[src/rtl/flash_sr_pkg.sv]
package flash_sr_pkg;

    localparam logic [7:0] OP_WREN = 8'h06;
    localparam logic [7:0] OP_WRDI = 8'h04;
    localparam logic [7:0] OP_RDSR = 8'h05;
    localparam logic [7:0] OP_WRSR = 8'h01;

    typedef enum logic [1:0] {
        ST_OPCODE,
        ST_STATUS_OUT,
        ST_COLLECT,
        ST_SKIP
    } sr_state_e;

endpackage

[src/rtl/flash_sr_sync.sv]
module flash_sr_sync #(
    parameter int               WIDTH   = 4,
    parameter int               STAGES  = 2,
    parameter logic [WIDTH-1:0] RST_VAL = '0
) (
    input  logic             clk,
    input  logic             rst_n,
    input  logic [WIDTH-1:0] d,
    output logic [WIDTH-1:0] q
);

    logic [WIDTH-1:0] pipe [STAGES];

    always_ff @(posedge clk or negedge rst_n) begin
        if (!rst_n) begin
            for (int i = 0; i < STAGES; i++) pipe[i] <= RST_VAL;
        end else begin
            pipe[0] <= d;
            for (int i = 1; i < STAGES; i++) pipe[i] <= pipe[i-1];
        end
    end

    assign q = pipe[STAGES-1];

endmodule

[src/rtl/flash_sr_shifter.sv]
module flash_sr_shifter #(
    parameter int BW = 8
) (
    input  logic          clk,
    input  logic          rst_n,
    input  logic          cs_act,
    input  logic          sck_s,
    input  logic          mosi_s,
    input  logic          ld_en,
    input  logic [BW-1:0] ld_val,
    output logic [BW-1:0] rx_byte,
    output logic          rx_vld,
    output logic          at_bound,
    output logic          miso
);

    localparam int CW = $clog2(BW);

    logic          sck_d;
    logic          sck_rise;
    logic          sck_fall;
    logic [CW-1:0] bit_cnt;
    logic [BW-2:0] shreg;
    logic [BW-1:0] tx_q;
    logic          miso_q;

    assign sck_rise = cs_act &  sck_s & ~sck_d;
    assign sck_fall = cs_act & ~sck_s &  sck_d;
    assign at_bound = (bit_cnt == '0);
    assign miso     = miso_q;

    always_ff @(posedge clk or negedge rst_n) begin
        if (!rst_n) begin
            sck_d   <= 1'b0;
            bit_cnt <= '0;
            shreg   <= '0;
            rx_byte <= '0;
            rx_vld  <= 1'b0;
        end else begin
            sck_d  <= sck_s;
            rx_vld <= 1'b0;
            if (!cs_act) begin
                bit_cnt <= '0;
            end else if (sck_rise) begin
                shreg <= {shreg[BW-3:0], mosi_s};
                if (bit_cnt == CW'(BW-1)) begin
                    bit_cnt <= '0;
                    rx_byte <= {shreg, mosi_s};
                    rx_vld  <= 1'b1;
                end else begin
                    bit_cnt <= bit_cnt + CW'(1);
                end
            end
        end
    end

    always_ff @(posedge clk or negedge rst_n) begin
        if (!rst_n) begin
            tx_q   <= '0;
            miso_q <= 1'b0;
        end else if (!cs_act) begin
            tx_q   <= '0;
            miso_q <= 1'b0;
        end else if (ld_en) begin
            tx_q <= ld_val;
        end else if (sck_fall) begin
            miso_q <= tx_q[BW-1];
            tx_q   <= {tx_q[BW-2:0], tx_q[BW-1]};
        end
    end


    miso_fall_only_chk: assert property (@(posedge clk) disable iff (!rst_n)
        (cs_act && !sck_fall) |=> $stable(miso_q));

endmodule

[src/rtl/flash_sr_ctrl.sv]
module flash_sr_ctrl
    import flash_sr_pkg::*;
#(
    parameter int SR_BYTES = 1
) (
    input  logic       clk,
    input  logic       rst_n,
    input  logic       cs_act,
    input  logic       cs_rise,
    input  logic [7:0] rx_byte,
    input  logic       rx_vld,
    input  logic       at_bound,
    input  logic       wp_s,
    output logic       ld_en,
    output logic [7:0] ld_val
);

    localparam int CNTW = $clog2(SR_BYTES + 2);

    sr_state_e       state_q, state_d;
    logic            wel_q, srwd_q, qe_q;
    logic [CNTW-1:0] cnt_q;
    logic [7:0]      buf0_q, buf1_q;
    logic            decode;
    logic            hw_locked;
    logic            commit;
    logic [7:0]      status;

    assign decode    = (state_q == ST_OPCODE) && rx_vld;
    assign hw_locked = !wp_s && srwd_q;
    assign commit    = cs_rise && (state_q == ST_COLLECT) &&
                       (cnt_q == CNTW'(SR_BYTES)) && at_bound;
    assign status    = {srwd_q, (SR_BYTES == 1) ? qe_q : 1'b0, 4'b0000, wel_q, 1'b0};

    always_comb begin
        state_d = state_q;
        unique case (state_q)
            ST_OPCODE: begin
                if (rx_vld) begin
                    case (rx_byte)
                        OP_RDSR: state_d = ST_STATUS_OUT;
                        OP_WRSR: state_d = (wel_q && !hw_locked) ? ST_COLLECT : ST_SKIP;
                        default: state_d = ST_SKIP;
                    endcase
                end
            end
            ST_STATUS_OUT: state_d = ST_STATUS_OUT;
            ST_COLLECT:    state_d = ST_COLLECT;
            ST_SKIP:       state_d = ST_SKIP;
        endcase
        if (!cs_act) state_d = ST_OPCODE;
    end

    always_ff @(posedge clk or negedge rst_n) begin
        if (!rst_n) state_q <= ST_OPCODE;
        else        state_q <= state_d;
    end

    always_ff @(posedge clk or negedge rst_n) begin
        if (!rst_n) begin
            wel_q  <= 1'b0;
            srwd_q <= 1'b0;
            qe_q   <= 1'b0;
            cnt_q  <= '0;
            buf0_q <= '0;
            buf1_q <= '0;
        end else begin
            if (commit) begin
                srwd_q <= buf0_q[7];
                qe_q   <= (SR_BYTES == 1) ? buf0_q[6] : buf1_q[1];
                wel_q  <= 1'b0;
            end
            if (decode) begin
                if (rx_byte == OP_WREN) wel_q <= 1'b1;
                if (rx_byte == OP_WRDI) wel_q <= 1'b0;
                if (rx_byte == OP_WRSR) cnt_q <= '0;
            end
            if (state_q == ST_COLLECT && rx_vld) begin
                if (cnt_q == CNTW'(0)) buf0_q <= rx_byte;
                if (cnt_q == CNTW'(1)) buf1_q <= rx_byte;
                if (cnt_q <= CNTW'(SR_BYTES)) cnt_q <= cnt_q + CNTW'(1);
            end
        end
    end

    assign ld_en  = rx_vld && ((state_q == ST_OPCODE && rx_byte == OP_RDSR) ||
                               state_q == ST_STATUS_OUT);
    assign ld_val = status;


    collect_needs_wel_chk: assert property (@(posedge clk) disable iff (!rst_n)
        $rose(state_q == ST_COLLECT) |-> $past(wel_q));


    collect_not_locked_chk: assert property (@(posedge clk) disable iff (!rst_n)
        $rose(state_q == ST_COLLECT) |-> !(!$past(wp_s) && $past(srwd_q)));


    wel_cleared_chk: assert property (@(posedge clk) disable iff (!rst_n)
        commit |=> !wel_q);


    srwd_hold_chk: assert property (@(posedge clk) disable iff (!rst_n)
        !commit |=> $stable(srwd_q));


    cnt_bound_chk: assert property (@(posedge clk) disable iff (!rst_n)
        cnt_q <= CNTW'(SR_BYTES + 1));

endmodule

[src/rtl/flash_sr_guard.sv]
module flash_sr_guard #(
    parameter int SR_BYTES    = 1,
    parameter int SYNC_STAGES = 2
) (
    input  logic clk,
    input  logic rst_n,
    input  logic cs_n,
    input  logic sck,
    input  logic mosi,
    input  logic wp_n,
    output logic miso
);

    localparam int BW = 8;

    logic [3:0]    pins_s;
    logic          wp_s, cs_s, sck_s, mosi_s;
    logic          cs_d;
    logic          cs_act;
    logic          cs_rise;
    logic [BW-1:0] rx_byte;
    logic          rx_vld;
    logic          at_bound;
    logic          ld_en;
    logic [BW-1:0] ld_val;

    flash_sr_sync #(
        .WIDTH   (4),
        .STAGES  (SYNC_STAGES),
        .RST_VAL (4'b1100)
    ) u_sync (
        .clk   (clk),
        .rst_n (rst_n),
        .d     ({wp_n, cs_n, sck, mosi}),
        .q     (pins_s)
    );

    assign {wp_s, cs_s, sck_s, mosi_s} = pins_s;

    always_ff @(posedge clk or negedge rst_n) begin
        if (!rst_n) cs_d <= 1'b1;
        else        cs_d <= cs_s;
    end

    assign cs_act  = !cs_s;
    assign cs_rise = cs_s && !cs_d;

    flash_sr_shifter #(
        .BW (BW)
    ) u_shift (
        .clk      (clk),
        .rst_n    (rst_n),
        .cs_act   (cs_act),
        .sck_s    (sck_s),
        .mosi_s   (mosi_s),
        .ld_en    (ld_en),
        .ld_val   (ld_val),
        .rx_byte  (rx_byte),
        .rx_vld   (rx_vld),
        .at_bound (at_bound),
        .miso     (miso)
    );

    flash_sr_ctrl #(
        .SR_BYTES (SR_BYTES)
    ) u_ctrl (
        .clk      (clk),
        .rst_n    (rst_n),
        .cs_act   (cs_act),
        .cs_rise  (cs_rise),
        .rx_byte  (rx_byte),
        .rx_vld   (rx_vld),
        .at_bound (at_bound),
        .wp_s     (wp_s),
        .ld_en    (ld_en),
        .ld_val   (ld_val)
    );


    reset_miso_chk: assert property (@(posedge clk) disable iff (!rst_n)
        !cs_act |=> !miso);

endmodule

[config.mk]
export PLATFORM = sky130hd
export DESIGN_NAME = flash_sr_guard
export DESIGN_NICKNAME = d
export VERILOG_FILES = /design/src/rtl/flash_sr_pkg.sv /design/src/rtl/flash_sr_sync.sv /design/src/rtl/flash_sr_shifter.sv /design/src/rtl/flash_sr_ctrl.sv /design/src/rtl/flash_sr_guard.sv
export SDC_FILE = /design/constraint.sdc
export NUM_CORES = 1
export LEC_CHECK = 0
export ABC_AREA = 1
export BUFFER_PORTS_ARGS = -buffer_cell sky130_fd_sc_hd__buf_2
export CAP_MARGIN = 20
export CORE_ASPECT_RATIO = 0.5
export CORE_MARGIN = 2
export CORE_UTILIZATION = 55
export DETAILED_ROUTE_END_ITERATION = 16
export PLACE_DENSITY = 0.72
export SYNTH_ARGS = -nofsm -noshare
export SYNTH_HDL_FRONTEND = slang
export SYNTH_SLANG_ARGS = --single-unit
[constraint.sdc]
create_clock -name clk -period 1.59 [get_ports clk]
set_input_delay 0 -clock clk [delete_from_list [all_inputs] [get_ports clk]]
set_output_delay 0 -clock clk [all_outputs]
set_load 0.01 [all_outputs]
==> results of run 1 <==
[Yosys cell counts, drive strengths merged]
library cell	instances	share of area, %
a21boi	1	0.39
a21oi	7	2.0
buf	2	0.84
dfrtp	42	54
dfstp	5	6.8
ha	3	1.9
inv	27	5.2
nand2	78	16
nand3	6	1.6
nand4	2	0.65
nor2	10	2.9
nor3	3	1.4
nor4	1	0.32
o211ai	1	0.39
o21ai	20	5.2
[repair_timing]
| item | CTS | global route |
|---|---|---|
| hold buffers | 5 | 0 |
| endpoints found under the setup margin | 0 | 0 |
| buffers inserted | 0 | 0 |
| endpoints found under the hold margin | 51 | 0 |
[layer usage]
layer	part of all wire [%]	vias up
li1	-	687
met1	52	623
met2	44	19
met3	3.5	4
met4	0.78	0
met5	0	-
[path summary, 6_finish.rpt]
path	endpoint	slack (ns)	cells past startpoint
setup / recovery	u_ctrl.wel_q$_DFF_PN0_	0.18	5
hold / removal	u_shift.rx_byte[5]$_DFFE_PN0P_	0.21	3
setup reg to reg	u_ctrl.wel_q$_DFF_PN0_	0.18	5
hold reg to reg	u_sync.q[0]$_DFF_PN0_	0.36	0
max in group asynchronous	u_sync.pipe[6]$_DFF_PN1_	1.11	3
min in group clk	u_sync.pipe[4]$_DFF_PN0_	0.34	2
[worst reg2reg max path, stage by stage, from the launching register on]
cell	delay (ns)
dfstp_2	0.62
inv_1	0.15
nor2_1	0.13
nand4_1	0.18
nand2_1	0.11
o21ai_0	0.09
[power by group through the flow]
stage,Combinational [mW],Clock [mW],Sequential (mW)
after CTS,0.119,1.04,1.29
after global placement,0.103,0,1.31
final,0.116,1.02,1.29
after global routing,0.135,1.09,1.30
after detailed placement,0.108,0,1.31
after floorplan,0.0585,0,1.30
[state kept, by name (all words and copies together), names as in the netlist, 2 cells and up]
register and count:
u_sync.q 4, u_shift.bit_cnt 3, u_ctrl.buf0_q 2, u_shift.shreg 7, u_ctrl.state_q 2, u_ctrl.cnt_q 2
u_sync.pipe 4, u_shift.rx_byte 8, u_shift.tx_q 8
[area by class of cell]
cell class / count / area, µm²
flip-flops and latches: 47 / 1180
clock inverters: 3 / 67.6
fillers: 264 / 1170
multi-input cells: 132 / 632
well taps: 51 / 63.8
repair buffers: 13 / 108
inverters: 27 / 101
clock buffers: 5 / 68.8
[logic make-up after synthesis]
group | count (synthesis) | share of synthesized area [%]
DFF | 47 | 61.2
buffers and inverters | 29 | 6.09
and+or+nand+nor | 100 | 22.8
adders and majority gates | 3 | 1.94
AOI/OAI and AO/OA | 29 | 7.97
[stage by stage]
stage               total power, mW  util, %  hold slack (ns)  setup slack, ns
detailed placement             1.42     60.0         -0.00389            0.197
global placement               1.41     60.0         -0.00530            0.211
floorplan                      1.36        -           -0.296            0.372
CTS                            2.45     65.5            0.209            0.172
finish                         2.42     65.5            0.207            0.178
global route                   2.52     65.5            0.233           0.0610
==> results.toml, run 1 <==
[sta]
slew_headroom_pct = 72.3
rsz0062_at_grt = "no"
post-route-min-period_ns = 1.41
tns_ns = 0
finalMaxSlewViolations = 0
finalCritPeriodShare_pct = 88.8
setup_viol = 0
worst_pin_slew_ns = 0.411
skew_ns = 0.00500
clock.fmax_ghz = 0.708
final_hold_viol_count = 0

[final_layout]
mostFrequentLayoutCell = "nand2_1"
final_cell_mix = "75 x nand2_1, 42 x dfrtp_1, 26 x inv_1"
drive_gt1_share_pct = 13.2
area_growth_pct = 15.1
final_nets = 235
stdcell_count = 278
fin_area_um2 = 2220
n_antenna_cell = 0

[logic_synthesis]
yosysUniqueCellTypes = 24
ys_warn_count = 0
syn_area_um2 = 1930
syn_nets = 217
syn_inst = 208
syn_area_per_cell_um2 = 9.29
seq_area_frac_synth_pct = 61.2
ys_ff_latch = 47

[setup_path]
path_cells = "inv_1, nor2_1, nand4_1, nand2_1, o21ai_0"
cp_slowest_stage_delay_ns = 0.62
crit_type = "reg2reg"
crit_path_end_kind = "flip-flop"
worstPathMaxFanout = 5
arrival_ns = 1.58
start_kind = "flip-flop"
worstPathRequired_ns = 1.75
startpoint = "u_sync.q[2]$_DFF_PN1_"
worstPathBufferInverterCount = 1
cp_slowest_cell = "dfstp_2"
worst_path_dominant_cell_family = "flip-flops"
timing.rr.start = "u_sync.q[2]$_DFF_PN1_"

[routing]
viasPerCell = 4.79
drcViolationCount = 0
vias = 1333
wl_per_cell_um = 11.6
drt_wl_total_um = 3220
ant_nets = 0
drt-pass1-iter-count = 4
drtIter0Drc = 48

[global_route]
use_met3_pct = 6.52
use_met1_pct = 24.0
antenna_found_initial = 0
grt_overflow = 0
grt_pass1_vias = 1250
top_usage_layer = "met2"
grt_pass1_wl_um = 5420
grt_use_met2_pct = 28.8
gr-usage-all-layers_pct = 18.3
grt_max_degree = 48

[clock_network]
htree_num_levels = 2
clk_pin_slew_ns = 0.08
cts_made_buffers = 5
cts_resized = 0
cts_root_buf = "clkbuf_8"
ctsLongestPathBuffers = 2
cts_sinks = 47
cts_tree = "built"
clk_latency_ns = 0.29

[power]
p_seq_share_pct = 53.3
power_leakage_nw = 1.09
p_per_area_nw_per_um2 = 1090
power.switching_uw = 498
combPwrFrac_pct = 4.8
switching_share_pct = 20.6
ir_worst_vdd_mv = 0.519
power.internal_mw = 1.92
clkPwrFrac_pct = 41.9

[floorplan]
die-area_um2 = 4030
core_um2 = 3400
fp-row-count = 15
fp.dieW_um = 87.8
die_h_um = 45.9
initial_core_util_pct = 56.9
io_pins = 7

[placed_design]
hpwl_um = 2260
gp_congestion = 0.826
placed_cell_area_um2 = 2040
placedCellCount = 265
numPortBuffers = 6

[hold_path]
hold_class = "in2async"

[run]
max-cap-violations = 0

[run_status]
status = "finished clean"
Note: power is estimated with default switching activity, not from simulation.
==> inputs of run 2 (changes only) <==
--- a/config.mk
+++ b/config.mk
@@ -12,7 +12,7 @@
 export CORE_MARGIN = 2
 export CORE_UTILIZATION = 55
 export DETAILED_ROUTE_END_ITERATION = 16
-export PLACE_DENSITY = 0.72
+export PLACE_DENSITY = 0.71
 export SYNTH_ARGS = -nofsm -noshare
 export SYNTH_HDL_FRONTEND = slang
 export SYNTH_SLANG_ARGS = --single-unit
==> constraint.sdc (replaced) <==
create_clock -name clk -period 1.6 [get_ports clk]
set_input_delay 0 -clock clk [delete_from_list [all_inputs] [get_ports clk]]
set_output_delay 0 -clock clk [all_outputs]
set_load 0.01 [all_outputs]
==> run 2 against run 1 <==
Against the previous run: worst setup slack better by 0.019 ns; design area down 2.0%; sequential share of layout area up 1.1 points; combinational power about the same; die area unchanged; critical path depth up 4; clock-buffer cell count up 2; non-clock buffer count unchanged; via count down 1.7%; sequential power about the same; clock power down 30%; largest power group unchanged.
==> results.toml, run 2 (synthesis gave the netlist of run 1 again) <==
[run_status]
status = "finished clean"

[power]
switching_share_pct = 22.6
power_leakage_nw = 1.07
p_per_area_nw_per_um2 = 971
power.internal_mw = 1.64
ir_worst_vdd_mv = 0.436
clkPwrFrac_pct = 34.0
p_seq_share_pct = 60.6
combPwrFrac_pct = 5.4
power.switching_uw = 478

[clock_network]
hold_buffers = 5
cts_sinks = 47
cts_root_buf = "clkbuf_8"
postCtsSetupBuffers = 0
cts_tree = "built"
ctsLongestPathBuffers = 2
htree_num_levels = 2
cts_resized = 0
cts_made_buffers = 5
clk_latency_ns = 0.29
clk_pin_slew_ns = 0.08

[routing]
drcViolationCount = 0
drt-pass1-iter-count = 4
vias = 1310
wl_per_cell_um = 11.4
ant_nets = 0
drt_wl_total_um = 3160
viasPerCell = 4.71
drtIter0Drc = 100

[sta]
slew_headroom_pct = 63.5
finalMaxSlewViolations = 0
worst_pin_slew_ns = 0.547
setup_viol = 0
final_hold_viol_count = 0
hold_slack_ns = 0.224
post-route-min-period_ns = 1.40
finalCritPeriodShare_pct = 87.6
skew_ns = 0.00475
clock.fmax_ghz = 0.713
tns_ns = 0
worst_slack_ns = 0.198
rsz0062_at_grt = "no"

[global_route]
gr-usage-all-layers_pct = 17.8
grt_pass1_vias = 1147
grt_pass1_wl_um = 5240
antenna_found_initial = 0
grt_overflow = 0
grt_max_degree = 26

[floorplan]
die-area_um2 = 4030
fp.dieW_um = 87.8
fp-row-count = 15
die_h_um = 45.9
io_pins = 7
core_um2 = 3400
initial_core_util_pct = 56.9

[final_layout]
mostFrequentLayoutCell = "nand2_1"
utilization_pct = 64.1
area_growth_pct = 12.8
final_cell_mix = "75 x nand2_1, 42 x dfrtp_1, 26 x inv_1"
stdcell_count = 278
drive_gt1_share_pct = 12.8
n_antenna_cell = 0
final_nets = 235
nFillCells = 283
reg.largest.list = "u_shift.rx_byte (8), u_shift.tx_q (8), u_shift.shreg (7)"

[placed_design]
pre_cts_slack_ns = 0.226
placedCellCount = 265
hpwl_um = 2270
numPortBuffers = 6
gp_congestion = 0.921

[setup_path]
crit_path_end_kind = "flip-flop"
cp_slowest_stage_delay_ns = 0.39
cp_slowest_cell = "dfrtp_1"
start_kind = "flip-flop"
worstPathBufferInverterCount = 1
path_cells = "inv_1, nand2_1, nor2_1, nand2_1, nand2_2, nand2_4, a21oi_2, nand2_1, nand2_1"
arrival_ns = 1.63
worstPathRequired_ns = 1.83
rr_worst_depth = 9
worstPathMaxFanout = 7
crit_type = "reg2reg"
critPathMostFrequentCell = "nand2_1"
worst_path_dominant_cell_family = "simple AND/OR/NAND/NOR gates"
crit_cells = 9

[hold_path]
hold_class = "in2async"

[run]
max-cap-violations = 0
==> run 2: cell types whose count changed in the layout (fill, tap and decap cells not counted), sizes merged <==
cell,previous run,this run
clkinvlp,1,0
clkinv,0,1
clkbuf,5,7
bufinv,2,0
==> run 2: area by class of cell <==
class | count | area, µm² | share of cell area [%]
sequential | 47 | 1180 | 54.3
multi-input combinational | 132 | 632 | 29.0
timing repair buffer | 13 | 108 | 4.94
inverter | 27 | 101 | 4.65
clock buffer | 7 | 86.3 | 3.96
tap | 51 | 63.8 | 2.93
clock inverter | 1 | 5.00 | 0.230
==> run 2: metrics by stage <==
stage	total power [mW]	cell area, µm²
global placement	1.41	2040
floorplan	1.35	1930
finish	2.12	2180
detailed placement	1.41	2040
CTS	2.14	2180
global route	2.21	2180
==> run 2: worst register-to-register path: cells and delay by family, from the launching register on <==
| kind | cells | cell delay [ns] |
|---|---|---|
| AND/OR/NAND/NOR | 7 | 0.68 |
| buffers and inverters | 1 | 0.07 |
| AO/OA/AOI/OAI | 1 | 0.20 |
| flip-flops | 1 | 0.39 |
==> run 2: worst paths after layout <==
check                                          startpoint  slack, ns                             end
min in group clk                                     mosi       0.34        u_sync.pipe[4]$_DFF_PN0_
min reg2reg                      u_sync.pipe[5]$_DFF_PN0_       0.35           u_sync.q[1]$_DFF_PN0_
max                        u_shift.rx_byte[1]$_DFFE_PN0P_       0.20     u_shift.tx_q[6]$_DFFE_PN0P_
min                                                 rst_n       0.22  u_shift.rx_byte[5]$_DFFE_PN0P_
max in group asynchronous                           rst_n       0.78           u_sync.q[2]$_DFF_PN1_
max reg2reg                u_shift.rx_byte[1]$_DFFE_PN0P_       0.20     u_shift.tx_q[6]$_DFFE_PN0P_
==> run 2: power by group through the flow <==
stage	logic, mW	registers [mW]	clock network (mW)
6_report	0.115	1.28	0.719
5_1_grt	0.133	1.29	0.794
4_1_cts	0.116	1.28	0.743
3_5_place_dp	0.107	1.31	0
3_3_place_gp	0.103	1.30	0
2_1_floorplan	0.0581	1.30	0
==> run 2: per-layer routing <==
| layer | wire length (µm) | track usage [%] | up-vias |
|---|---|---|---|
| li1 | - | - | 685 |
| met1 | 1680 | 25.2 | 598 |
| met2 | 1350 | 26.2 | 20 |
| met3 | 91 | 5.43 | 7 |
| met4 | 41 | 6.15 | 0 |
| met5 | 0 | 0 | - |
==> inputs of run 3 (changes only) <==
--- a/config.mk
+++ b/config.mk
@@ -5,7 +5,6 @@
 export SDC_FILE = /design/constraint.sdc
 export NUM_CORES = 1
 export LEC_CHECK = 0
-export ABC_AREA = 1
 export BUFFER_PORTS_ARGS = -buffer_cell sky130_fd_sc_hd__buf_2
 export CAP_MARGIN = 20
 export CORE_ASPECT_RATIO = 0.5
==> run 3 against run 2 <==
Against the previous run: largest power group unchanged; critical path depth down 6; core utilization grew 0.87 points; flip-flop and latch count unchanged.
==> results.toml, run 3 <==
[clock_network]
postCtsSetupBuffers = 0
cts_root_buf = "clkbuf_8"
ctsLongestPathBuffers = 2
cts_sinks = 47
cts_made_buffers = 5
clk_pin_slew_ns = 0.09
htree_num_levels = 2
cts_tree = "built"
clk_latency_ns = 0.30

[final_layout]
seq_area_um2 = 1180
final_nets = 172
final_cell_mix = "42 x dfrtp_1, 12 x mux2i_1, 11 x nor3_1, 11 x mux2_2, 8 x mux2_4"
area_growth_pct = 11.2
n_antenna_cell = 0
multiInputGateArea_um2 = 795
utilization_pct = 65.0
drive_gt1_share_pct = 31.7
nFillCells = 271
mostFrequentLayoutCell = "dfrtp_1"
reg.largest.list = "u_shift.rx_byte (8), u_shift.tx_q (8), u_shift.shreg (7)"

[sta]
finalMaxSlewViolations = 0
final_hold_viol_count = 0
post-route-min-period_ns = 1.50
finalCritPeriodShare_pct = 93.9
worst_pin_slew_ns = 0.511
slew_headroom_pct = 65.9
rsz0062_at_grt = "no"
worst_slack_ns = 0.0968
hold_slack_ns = 0.194
skew_ns = 0.00914
setup_viol = 0
tns_ns = 0
clock.fmax_ghz = 0.665

[setup_path]
crit_path_end_kind = "flip-flop"
worstPathRequired_ns = 1.79
arrival_ns = 1.69
worstPathMaxFanout = 6
crit_type = "reg2reg"
start_kind = "flip-flop"

[logic_synthesis]
synth_top_family_by_area = "multiplexers"
synth_top_area_share_pct = 51.3
yosysUniqueCellTypes = 35
synth-xor-area-share_pct = 0
synth_edf_count = 0
syn_nets = 156
syn_area_um2 = 2050
synth_compound_area_share_pct = 4.58
synth_top_flop_cell = "dfrtp_1"
synth.area.mux_share_pct = 17.8
synthTopCellsByCount = "42 x dfrtp_1, 12 x mux2i_1, 11 x mux2_2, 11 x nor3_1, 8 x mux2_4"
yosys.area_share.simple_pct = 14.0
synth_area_leaders = "dfrtp_1 51%, dfstp_2 6.4%, mux2_2 6.0%"
seq_area_frac_synth_pct = 57.7
syn_area_per_cell_um2 = 14.0
synthArstFlopShare_pct = 100
ys_warn_count = 0
syn_inst = 147
ys_ff_latch = 47
synthAdderAreaFrac_pct = 1.83
synth_most_common_cell = "dfrtp_1"
synth_area_leader_cell = "dfrtp_1"

[placed_design]
pre_cts_slack_ns = 0.126
hpwl_um = 2150
gp_congestion = 0.769
numPortBuffers = 6

[global_route]
grt_overflow = 0
antenna_found_initial = 0
grt_pass1_wl_um = 5410
grt_pass1_vias = 1101
gr-usage-all-layers_pct = 17.3
grt_max_degree = 26

[floorplan]
fp.dieW_um = 90.4
core_um2 = 3510
io_pins = 7
die_h_um = 47.2
fp-row-count = 15
die-area_um2 = 4260
initial_core_util_pct = 58.4

[routing]
vias = 1112
viasPerCell = 5.17
drcViolationCount = 0
drt-pass1-iter-count = 4
ant_nets = 0
wl_per_cell_um = 14.5
drt_wl_total_um = 3110
drtIter0Drc = 58

[run_status]
status = "finished clean"

[power]
power_leakage_nw = 1.03
ir_worst_vdd_mv = 0.603
p_per_area_nw_per_um2 = 988
p_total_mw = 2.25

[run]
max-cap-violations = 0

[hold_path]
hold_class = "in2async"
==> run 3: logic make-up after synthesis <==
group	Yosys count
DFF	47
and+or+nand+nor	38
muxes	31
AOI/OAI and AO/OA	16
buffers and inverters	12
adders and majority gates	3
==> run 3: final timing paths <==
| check | start | to | slack (ns) | cells after the start |
|---|---|---|---|---|
| setup / recovery | u_ctrl.state_q[0]$_DFFE_PN0P_ | u_ctrl.buf0_q[7]$_DFFE_PN0P_ | 0.1 | 3 |
| hold / removal | rst_n | u_ctrl.state_q[0]$_DFFE_PN0P_ | 0.19 | 2 |
| setup reg to reg | u_ctrl.state_q[0]$_DFFE_PN0P_ | u_ctrl.buf0_q[7]$_DFFE_PN0P_ | 0.1 | 3 |
| hold reg to reg | u_sync.pipe[5]$_DFF_PN0_ | u_sync.q[1]$_DFF_PN0_ | 0.35 | 0 |
| max in group asynchronous | rst_n | u_sync.q[2]$_DFF_PN1_ | 0.83 | 3 |
| min in group clk | mosi | u_sync.pipe[4]$_DFF_PN0_ | 0.34 | 2 |
==> run 3: power by group <==
part           switching (mW)  leakage (nW)  internal [mW]
clock network           0.411        0.0474          0.353
logic                  0.0628         0.370         0.0922
registers              0.0557         0.616           1.28
==> run 3: final cells by class <==
class	instances	share of cell area (%)
Clock buffer	6	3.62
Tap cell	51	2.80
Clock inverter	2	0.713
Timing Repair Buffer	14	5.05
Sequential cell	47	51.8
Multi-Input combinational cell	88	34.8
Inverter	7	1.15
==> run 3: worst max-delay path, cell delays in order (launching register included) <==
cell and delay, ns:
dfrtp_1 0.45, nand2b_1 0.26, nor4_2 0.29, mux2_2 0.39
==> run 3: what timing repair did <==
action                                  in CTS  in global routing
resized for setup                            0                  2
endpoints found under the setup margin       0                  3
hold buffers                                 5                  0
hold endpoints to repair                    24                  0
==> run 3: stage by stage <==
step | instance area [µm²] | cells
after global placement | 2120 | 202
after detailed placement | 2120 | 202
after global routing | 2280 | 215
after floorplan | 2050 | 147
after CTS | 2270 | 215
final | 2280 | 215
==> run 3: layer usage <==
layer,up-vias,share of wire (%),GRT usage (%)
met3,5,3.1,4.82
met2,12,42,26.3
met5,-,0,0
met4,0,1.0,7.38
li1,558,-,-
met1,537,53,24.1
